<file path="src/rtl/pwr_seq_pkg.sv">
package pwr_seq_pkg;
  typedef enum logic [2:0] {
    ST_PWRUP   = 3'd0,
    ST_STAB_PU = 3'd1,
    ST_RESET   = 3'd2,
    ST_RUN     = 3'd3,
    ST_SLEEP   = 3'd4,
    ST_STOP    = 3'd5,
    ST_STAB_WK = 3'd6,
    ST_HOLD    = 3'd7
  } pwr_state_e;

  function automatic logic is_counting(input pwr_state_e s);
    return (s == ST_STAB_PU) || (s == ST_STAB_WK) || (s == ST_HOLD);
  endfunction

  function automatic logic tb_limit_hit(input int unsigned cnt, input int unsigned limit);
    return cnt == (limit - 1);
  endfunction
endpackage

</file>
<file path="src/rtl/pwr_seq_timebase.sv">
module pwr_seq_timebase #(
  parameter int unsigned STAB_CYCLES = 16,
  localparam int CW = $clog2(STAB_CYCLES) + 1
) (
  input  logic          clk,
  input  logic          rst_n,
  input  logic          start,
  input  logic          run,
  output logic          ovf,
  output logic [CW-1:0] cnt
);
  import pwr_seq_pkg::*;

  always_ff @(posedge clk or negedge rst_n) begin
    if (!rst_n)     cnt <= '0;
    else if (start) cnt <= '0;
    else if (run)   cnt <= cnt + 1'b1;
  end

  assign ovf = run && tb_limit_hit(32'(cnt), STAB_CYCLES);

  assert_start_clears_R13: assert property (@(posedge clk) disable iff (!rst_n)
    start |=> (cnt == '0));
endmodule

</file>
<file path="src/rtl/pwr_seq_reqreg.sv">
module pwr_seq_reqreg (
  input  logic clk,
  input  logic rst_n,
  input  logic accept,
  input  logic clear,
  input  logic slp_wr,
  input  logic stp_wr,
  output logic slp_bit,
  output logic stp_bit
);
  always_ff @(posedge clk or negedge rst_n) begin
    if (!rst_n) begin
      slp_bit <= 1'b0;
      stp_bit <= 1'b0;
    end else if (clear) begin
      slp_bit <= 1'b0;
      stp_bit <= 1'b0;
    end else if (accept) begin
      if (slp_wr) slp_bit <= 1'b1;
      if (stp_wr) stp_bit <= 1'b1;
    end
  end

  assert_both_written_stop_set_R10: assert property (@(posedge clk) disable iff (!rst_n)
    (accept && !clear && slp_wr && stp_wr) |=> stp_bit);
endmodule

</file>
<file path="src/rtl/pwr_seq_fsm.sv">
module pwr_seq_fsm #(
  parameter bit          HAS_POR   = 1'b1,
  parameter int unsigned RST_SRC_N = 4
) (
  input  logic                  clk,
  input  logic                  rst_n,
  input  logic                  ext_rst,
  input  logic [RST_SRC_N-1:0]  int_rst,
  input  logic                  slp_bit,
  input  logic                  stp_bit,
  input  logic                  irq,
  input  logic                  ext_irq,
  input  logic                  tb_ovf,
  output pwr_seq_pkg::pwr_state_e state,
  output logic                  enter_run,
  output logic                  enter_count
);
  import pwr_seq_pkg::*;

  pwr_state_e nxt;
  logic       hold_from_stop, hold_from_stop_nxt;
  logic       any_rst;
  logic       hold_to_reset;

  assign any_rst = ext_rst || (|int_rst);

  always_comb begin
    nxt = state;
    hold_from_stop_nxt = hold_from_stop;
    unique case (state)
      ST_PWRUP: begin
        if (HAS_POR) nxt = ST_STAB_PU;
        else if (ext_rst) begin
          nxt = ST_HOLD;
          hold_from_stop_nxt = 1'b0;
        end
      end
      ST_STAB_PU: if (tb_ovf) nxt = ST_RESET;
      ST_RESET:   if (!any_rst) nxt = ST_RUN;
      ST_RUN: begin
        if (any_rst)      nxt = ST_RESET;
        else if (stp_bit) nxt = ST_STOP;
        else if (slp_bit) nxt = ST_SLEEP;
      end
      ST_SLEEP: begin
        if (ext_rst)            nxt = ST_RESET;
        else if (irq || ext_irq) nxt = ST_RUN;
      end
      ST_STOP: begin
        if (ext_rst) begin
          if (HAS_POR) nxt = ST_RESET;
          else begin
            nxt = ST_HOLD;
            hold_from_stop_nxt = 1'b1;
          end
        end else if (ext_irq) nxt = ST_STAB_WK;
      end
      ST_STAB_WK: begin
        if (ext_rst)     nxt = ST_RESET;
        else if (tb_ovf) nxt = ST_RUN;
      end
      ST_HOLD: begin
        if (!ext_rst)    nxt = hold_from_stop ? ST_STOP : ST_PWRUP;
        else if (tb_ovf) nxt = ST_RESET;
      end
      default: nxt = ST_PWRUP;
    endcase
  end

  always_ff @(posedge clk or negedge rst_n) begin
    if (!rst_n) begin
      state          <= ST_PWRUP;
      hold_from_stop <= 1'b0;
    end else begin
      state          <= nxt;
      hold_from_stop <= hold_from_stop_nxt;
    end
  end

  assign enter_run     = (nxt == ST_RUN) && (state != ST_RUN);
  assign enter_count   = is_counting(nxt) && !is_counting(state);
  assign hold_to_reset = (state == ST_HOLD) && ext_rst && tb_ovf;

  assert_reset_release_R3: assert property (@(posedge clk) disable iff (!rst_n)
    (state == ST_RESET && !ext_rst && int_rst == '0) |=> state == ST_RUN);
  assert_run_reset_R4: assert property (@(posedge clk) disable iff (!rst_n)
    (state == ST_RUN && (ext_rst || int_rst != '0)) |=> state == ST_RESET);
  assert_sleep_wake_R6: assert property (@(posedge clk) disable iff (!rst_n)
    (state == ST_SLEEP && !ext_rst && (irq || ext_irq)) |=> state == ST_RUN);
  assert_stop_irq_ignored_R7: assert property (@(posedge clk) disable iff (!rst_n)
    (state == ST_STOP && !ext_rst && !ext_irq) |=> state == ST_STOP);
  assert_wake_wait_holds_R8: assert property (@(posedge clk) disable iff (!rst_n)
    (state == ST_STAB_WK && !ext_rst && !tb_ovf) |=> state == ST_STAB_WK);
  assert_sleep_ext_reset_R9: assert property (@(posedge clk) disable iff (!rst_n)
    (state == ST_SLEEP && ext_rst) |=> state == ST_RESET);
  assert_short_hold_no_reset_R12: assert property (@(posedge clk) disable iff (!rst_n)
    (state == ST_HOLD && !ext_rst) |=> state != ST_RESET);
  assert_hold_complete_R12: assert property (@(posedge clk) disable iff (!rst_n)
    hold_to_reset |=> state == ST_RESET);
  assert_ovf_only_counting_R13: assert property (@(posedge clk) disable iff (!rst_n)
    tb_ovf |-> is_counting(state));
endmodule

</file>
<file path="src/rtl/pwr_seq.sv">
module pwr_seq #(
  parameter bit          HAS_POR     = 1'b1,
  parameter int unsigned STAB_CYCLES = 16,
  parameter int unsigned RST_SRC_N   = 4
) (
  input  logic                 clk,
  input  logic                 pwr_up_n,
  input  logic                 ext_rst,
  input  logic [RST_SRC_N-1:0] int_rst,
  input  logic                 slp_wr,
  input  logic                 stp_wr,
  input  logic                 irq,
  input  logic                 ext_irq,
  output logic                 core_rst,
  output logic                 cpu_clk_en,
  output logic                 osc_en,
  output logic                 stab_start,
  output logic [2:0]           state_o
);
  import pwr_seq_pkg::*;
  localparam int CW = $clog2(STAB_CYCLES) + 1;

  pwr_state_e    state;
  logic          slp_bit, stp_bit;
  logic          tb_ovf, enter_run, enter_count;
  logic [CW-1:0] tb_cnt;

  pwr_seq_reqreg u_req (
    .clk(clk), .rst_n(pwr_up_n),
    .accept(state == ST_RUN), .clear(enter_run),
    .slp_wr(slp_wr), .stp_wr(stp_wr),
    .slp_bit(slp_bit), .stp_bit(stp_bit)
  );

  pwr_seq_timebase #(.STAB_CYCLES(STAB_CYCLES)) u_tb (
    .clk(clk), .rst_n(pwr_up_n),
    .start(enter_count), .run(is_counting(state)),
    .ovf(tb_ovf), .cnt(tb_cnt)
  );

  pwr_seq_fsm #(.HAS_POR(HAS_POR), .RST_SRC_N(RST_SRC_N)) u_fsm (
    .clk(clk), .rst_n(pwr_up_n),
    .ext_rst(ext_rst), .int_rst(int_rst),
    .slp_bit(slp_bit), .stp_bit(stp_bit),
    .irq(irq), .ext_irq(ext_irq), .tb_ovf(tb_ovf),
    .state(state), .enter_run(enter_run), .enter_count(enter_count)
  );

  assign state_o    = state;
  assign stab_start = enter_count;
  assign core_rst   = (state == ST_PWRUP) || (state == ST_STAB_PU) ||
                      (state == ST_RESET) || (state == ST_HOLD);
  assign cpu_clk_en = (state == ST_RUN) || (state == ST_RESET);
  assign osc_en     = (state != ST_STOP) && (state != ST_PWRUP);

  assert_stop_clock_off_R7: assert property (@(posedge clk) disable iff (!pwr_up_n)
    $rose(state == ST_STOP) |-> (!osc_en && !cpu_clk_en));
  assert_sleep_osc_kept_R5: assert property (@(posedge clk) disable iff (!pwr_up_n)
    (state == ST_SLEEP) |-> (osc_en && !cpu_clk_en));
endmodule

</file>
<file path="config.mk">
export PLATFORM = sky130hd
export DESIGN_NAME = pwr_seq
export DESIGN_NICKNAME = d
export VERILOG_FILES = /design/src/rtl/pwr_seq_pkg.sv /design/src/rtl/pwr_seq_timebase.sv /design/src/rtl/pwr_seq_reqreg.sv /design/src/rtl/pwr_seq_fsm.sv /design/src/rtl/pwr_seq.sv
export SDC_FILE = /design/constraint.sdc
export NUM_CORES = 1
export LEC_CHECK = 0
export ABC_AREA = 0
export BUFFER_PORTS_ARGS = -buffer_cell sky130_fd_sc_hd__clkbuf_2
export CORE_UTILIZATION = 40
export CTS_CLUSTER_DIAMETER = 30
export CTS_CLUSTER_SIZE = 28
export DETAILED_ROUTE_END_ITERATION = 8
export HOLD_SLACK_MARGIN = 0.03
export PLACE_DENSITY = 0.65
export SLEW_MARGIN = 15
export SYNTH_ARGS = -nofsm -noshare
export SYNTH_HDL_FRONTEND = slang
export SYNTH_HIERARCHICAL = 1
export SYNTH_SLANG_ARGS = --single-unit
</file>
<file path="constraint.sdc">
create_clock -name clk -period 6.8 [get_ports clk]
set_input_delay 0.68 -clock clk [delete_from_list [all_inputs] [get_ports clk]]
set_output_delay 0.68 -clock clk [all_outputs]
set_load 0.05 [all_outputs]
</file>
=== Yosys cells after proc, flatten, opt, wreduce, memory -nomap -nowiden ===
Index checks and enable logic that the tools add are counted.

* Reduce and logical (&&, ||, !) cells: 24
* Equality and inequality tests: 14
* Muxes and demuxes: 21
* $add $sub $neg: 1

{| class="wikitable"
|+ Operators with widths
! kind !! count
|-
| $mux W3 || 12
|-
| $pmux W3 S8 || 1
|-
| $eq A3 B3 Y1 const B || 6
|-
| $logic_or A1 B1 Y1 || 10
|-
| $mux W5 || 2
|-
| $eq A3 B2 Y1 const B || 3
|-
| $reduce_bool A2 Y1 || 4
|-
| $eq A3 B1 Y1 const B || 2
|-
| $mux W1 || 6
|-
| $add A5 B1 Y5 const B || 1
|-
| $eq A5 B4 Y1 const B || 1
|-
| $logic_and A1 B1 Y1 || 4
|-
| $reduce_and A2 Y1 || 2
|-
| $reduce_or A4 Y1 || 1
|-
| $logic_not A3 Y1 || 1
|-
| $ne A3 B2 Y1 const B || 1
|-
| $ne A3 B3 Y1 const B || 1
|-
| $reduce_bool A3 Y1 || 1
|-
| $logic_not A1 Y1 || 1
|}

* Output and inout bits: 7
* Word-level logic and storage cells: 64
* Bits in registers: 10
* Input port bits: 11

=== Depth between registers and ports, before layout ===
* Depth in word-level cells: 12
* Mapped depth: 10
* Gate-level depth less buffers: 10

=== Modules after synthesis ===
Netlist, hierarchy kept.

{| class="wikitable"
|+ By module, submodules not included
! module !! cells each !! sequential area each (sq um) !! instances !! area each (sq um)
|-
| pwr_seq_fsm || 45 || 75.1 || 1 || 370.4
|-
| pwr_seq_timebase || 24 || 125.1 || 1 || 285.3
|-
| pwr_seq_reqreg || 6 || 50.0 || 1 || 67.6
|-
| pwr_seq || 9 || 0.0 || 1 || 55.1
|}

=== Least setup slack after synthesis ===
OpenSTA, ideal clock, no wires.

* Kind: register to output
* From: reg u_fsm.state[1]
* To: out stab_start
* Buffers on the path: 1
* Cell stages (with the launch flop): 9
* Arrival: 2.892 ns
* Path slack: 3.228 ns
* Required time: 6.120 ns
* Path through: dfrtp_1 -> nand2b_1 -> o21ai_0 -> buf_6 -> and2_1 -> nand2_1 -> o31ai_1 -> o32ai_1 -> a21oi_1

* Cells in the longest elaborated chain, start to end: 11
* Elaborated cells on any way between the ends: 31
* Classes of those cells: 10 x eq/ne; 13 x mux; 8 x reduce/logical

{| class="wikitable"
|+ Ends and longest elaborated chain
! what !! line !! RTL
|-
| start, declared || pwr_seq_fsm.sv:14 || <nowiki>output pwr_seq_pkg::pwr_state_e state,</nowiki>
|-
| start signal, assigned || pwr_seq_fsm.sv:75 || <nowiki>state <= nxt;</nowiki>
|-
| $eq A3 B1 Y1 / $eq A3 B3 Y1 (equally long branches) || pwr_seq_pkg.sv:14 || <nowiki>return (s == ST_STAB_PU) || (s == ST_STAB_WK) || (s == ST_HOLD);</nowiki>
|-
| $logic_or A1 B1 Y1 || pwr_seq_pkg.sv:14 ||
|-
| $logic_or A1 B1 Y1 (*) || pwr_seq_pkg.sv:14 ||
|-
| $logic_and A1 B1 Y1 (*) || pwr_seq_timebase.sv:20 || <nowiki>assign ovf = run && tb_limit_hit(32'(cnt), STAB_CYCLES);</nowiki>
|-
| via tb_ovf || pwr_seq.sv:25 || <nowiki>logic tb_ovf, enter_run, enter_count;</nowiki>
|-
| $mux W3 (on tied branches) || pwr_seq_fsm.sv:38, pwr_seq_fsm.sv:64, pwr_seq_fsm.sv:60 ||
|-
| $mux W3 (on tied branches) || pwr_seq_fsm.sv:63, pwr_seq_fsm.sv:59 ||
|-
| $pmux W3 S8 (*) || pwr_seq_fsm.sv:30 || <nowiki>unique case (state)</nowiki>
|-
| $eq A3 B1 Y1 / $eq A3 B3 Y1 (equally long branches) || pwr_seq_pkg.sv:14 ||
|-
| $logic_or A1 B1 Y1 || pwr_seq_pkg.sv:14 ||
|-
| $logic_or A1 B1 Y1 (*) || pwr_seq_pkg.sv:14 ||
|-
| $logic_and A1 B1 Y1 (*) || pwr_seq_fsm.sv:81 || <nowiki>assign enter_count = is_counting(nxt) && !is_counting(state);</nowiki>
|-
| end, declared || pwr_seq.sv:17 || <nowiki>output logic stab_start,</nowiki>
|}

The timed path passes the listed nets; every way through them passes the cells marked *.

=== Worst setup path in the final report ===
Ends and elaborated chain as after synthesis.

==> flow_summary.json <==
{
  "slowest_delay_ps": 830,
  "drive_gt1_share_pct": 30.7,
  "max-slew-margin-rel_pct": 29.0,
  "rr_worst_depth": 9,
  "final_common_cell": "clkbuf_2",
  "status": "finished, final reports clean",
  "async_flop_share_pct": 100,
  "numPortBuffers": 17,
  "dieArea_sq_um": 2130,
  "start_util_pct": 43.6,
  "setup_viol_count_final": 0,
  "start_kind": "flop",
  "post-route-period-util_pct": 63.3,
  "power_density_nw_per_um2": 353,
  "fmax_mhz": 232,
  "syn_to_final_growth_pct": 16.2,
  "maxCapViolCount": 0,
  "clkLatencyLatePin_ps": 260,
  "synth_area_per_cell_sq_um": 9.26,
  "synth.area.mux_share_pct": 4.66,
  "path_cells": "nand2b_1 -> o21ai_0 -> and2_1 -> nand2_1 -> o31ai_1 -> o32ai_1 -> a21oi_1 -> clkbuf_2",
  "critPathMaxFanout": 17,
  "vias_per_cell": 5.18,
  "fp.dieH_um": 46.1,
  "mostFrequentLayoutCells": "clkbuf_2 (17), nor2_1 (11), dfrtp_1 (10)",
  "reg2reg_from": "u_fsm/state[1]",
  "final_antenna_net_count": 0,
  "hold_path.class": "in2async",
  "wl_met3_um": 58,
  "crit_type": "reg2out",
  "first_pass_iters": 5,
  "grt_pass1_wl_mm": 2.25,
  "grt_usage_pct": 15.0,
  "rsz0062_at_grt": "no",
  "fp-row-count": 15,
  "cts_tree": "done",
  "cpMaxStageDelayCell": "o21ai_0",
  "rr_endpoint": "u_tb/cnt[3]",
  "grt_antenna_before_repair": 0,
  "nets": 115,
  "htreeDepth": 1,
  "met1_length_um": 720,
  "synthAdderAreaFrac_pct": 3.22,
  "yosysWarnings": 6,
  "synthCells": 84,
  "worst_pin_slew_ps": 1050,
  "yosysUniqueCellTypes": 35,
  "setup.worst_path.end_class": "output port",
  "drc_errors": 0,
  "hold_violations": 0,
  "core-area_sq_um": 1780,
  "cts_buffer_depth": 2,
  "reg2reg_slack_ps": 3200,
  "drv_slew": 0,
  "antenna_cells": 0,
  "p_leak_uw": 0.000414,
  "io_pins": 18,
  "synth_edf_count": 0,
  "crit_arrival_ps": 3630,
  "met2_length_um": 699,
  "syn_nets": 97,
  "final_util_pct": 50.7,
  "vias": 653,
  "grt_pass1_vias": 558,
  "drt_wl_total_mm": 1.49,
  "fp.dieW_um": 46.1,
  "cts_sinks": 10,
  "ir_worst_vdd_mv": 0.252,
  "finClkSkew_ps": 2.16,
  "synth_top_family_by_area": "simple AND/OR/NAND/NOR gates",
  "drt-initial-drc-count": 19,
  "gr-total-overflow": 0,
  "hpwl_mm": 1.14,
  "synth_compound_area_share_pct": 22.0,
  "clockRootBuffer": "clkbuf_4",
  "layout_min_cycle_time_ps": 4310,
  "synth_flop_cell": "dfrtp_1",
  "totalNegativeSetupSlack_ps": 0,
  "syn_area_sq_um": 778,
  "grt_max_degree": 18,
  "seq_area_frac_synth_pct": 32.2,
  "clkTransAtPathRegs_ps": 60,
  "synth-simple-area-share_pct": 28.1,
  "gp_congestion": 0.862,
  "highest_layer": "met4",
  "ctsHoldBuffers": 0,
  "synth-xor-area-share_pct": 4.50,
  "cts_setup_buffers": 0,
  "worstPathRequired_ps": 6120,
  "ys_ff_latch": 10,
  "cts_resized": 0,
  "wl_per_cell_um": 11.8,
  "cts_buffers": 3
}
per-layer routing:
layer | vias to the layer above | global-route usage [%]
met3 | 2 | 1.18
met5 | - | 0
met4 | 0 | 8.82
met2 | 16 | 22.5
li1 | 336 | -
met1 | 299 | 20.8
power breakdown:
part	switching (uW)	internal (uW)
clock network	19.3	32.5
registers	29.9	76.9
logic	98.5	62.5
cell usage after synthesis, types with 3 or more instances:
master,number,share of area (%)
nand2b_1,6,4.8
dfrtp_1,10,32
buf_2,3,1.9
a21oi_1,7,4.5
nor2_1,11,5.3
nand2_1,6,2.9
inv_1,4,1.9
nand3b_1,4,3.9
final cells by class:
type / count / area [sq um]
fill: 179 / 878
multi-input combinational: 66 / 487
sequential: 10 / 250
timing repair buffer: 17 / 85.1
clock buffer: 4 / 36.3
tap: 25 / 31.3
inverter: 4 / 15.0
state kept, by name, summed over array words and instances, names as in the netlist:
register and count:
u_fsm/state 3, u_tb/cnt 5, u_req/stp_bit 1, u_req/slp_bit 1
metrics by stage:
step           instance area, sq um  worst slack, ps  cells  hold slack [ps]  power, uW
6_report                        905             2490    126              272        320
5_1_grt                         905             2120    126              291        341
4_1_cts                         905             2460    126              271        324
3_5_place_dp                    868             2760    122              536        269
3_3_place_gp                    868             2850    122              516        267
2_1_floorplan                   778             3230     84              384        239
worst max path at each step:
stage	startpoint	to	slack [ps]	depth (start not counted)
6_report	u_fsm/state[1]	stab_start	2490	8
5_1_grt	u_fsm/state[1]	stab_start	2120	8
4_1_cts	u_fsm/state[1]	stab_start	2460	8
3_5_place_dp	u_fsm/state[1]	stab_start	2760	8
3_3_place_gp	u_fsm/state[1]	stab_start	2850	8
2_1_floorplan	u_fsm/state[1]	stab_start	3230	8
cell families after synthesis:
logic type / Yosys count
compound gates: 20
xor+xnor: 4
fa+ha+maj: 2
buf+inv: 8
flops: 10
mux: 3
simple gates: 37
worst max-delay path: cells and delay by family (launching register included):
| family | cells | cell delay, ps |
|---|---|---|
| compound gates | 4 | 1860 |
| flops | 1 | 560 |
| simple gates | 3 | 580 |
| buf+inv | 1 | 370 |
No activity file was read; power rests on OpenSTA's default activity.
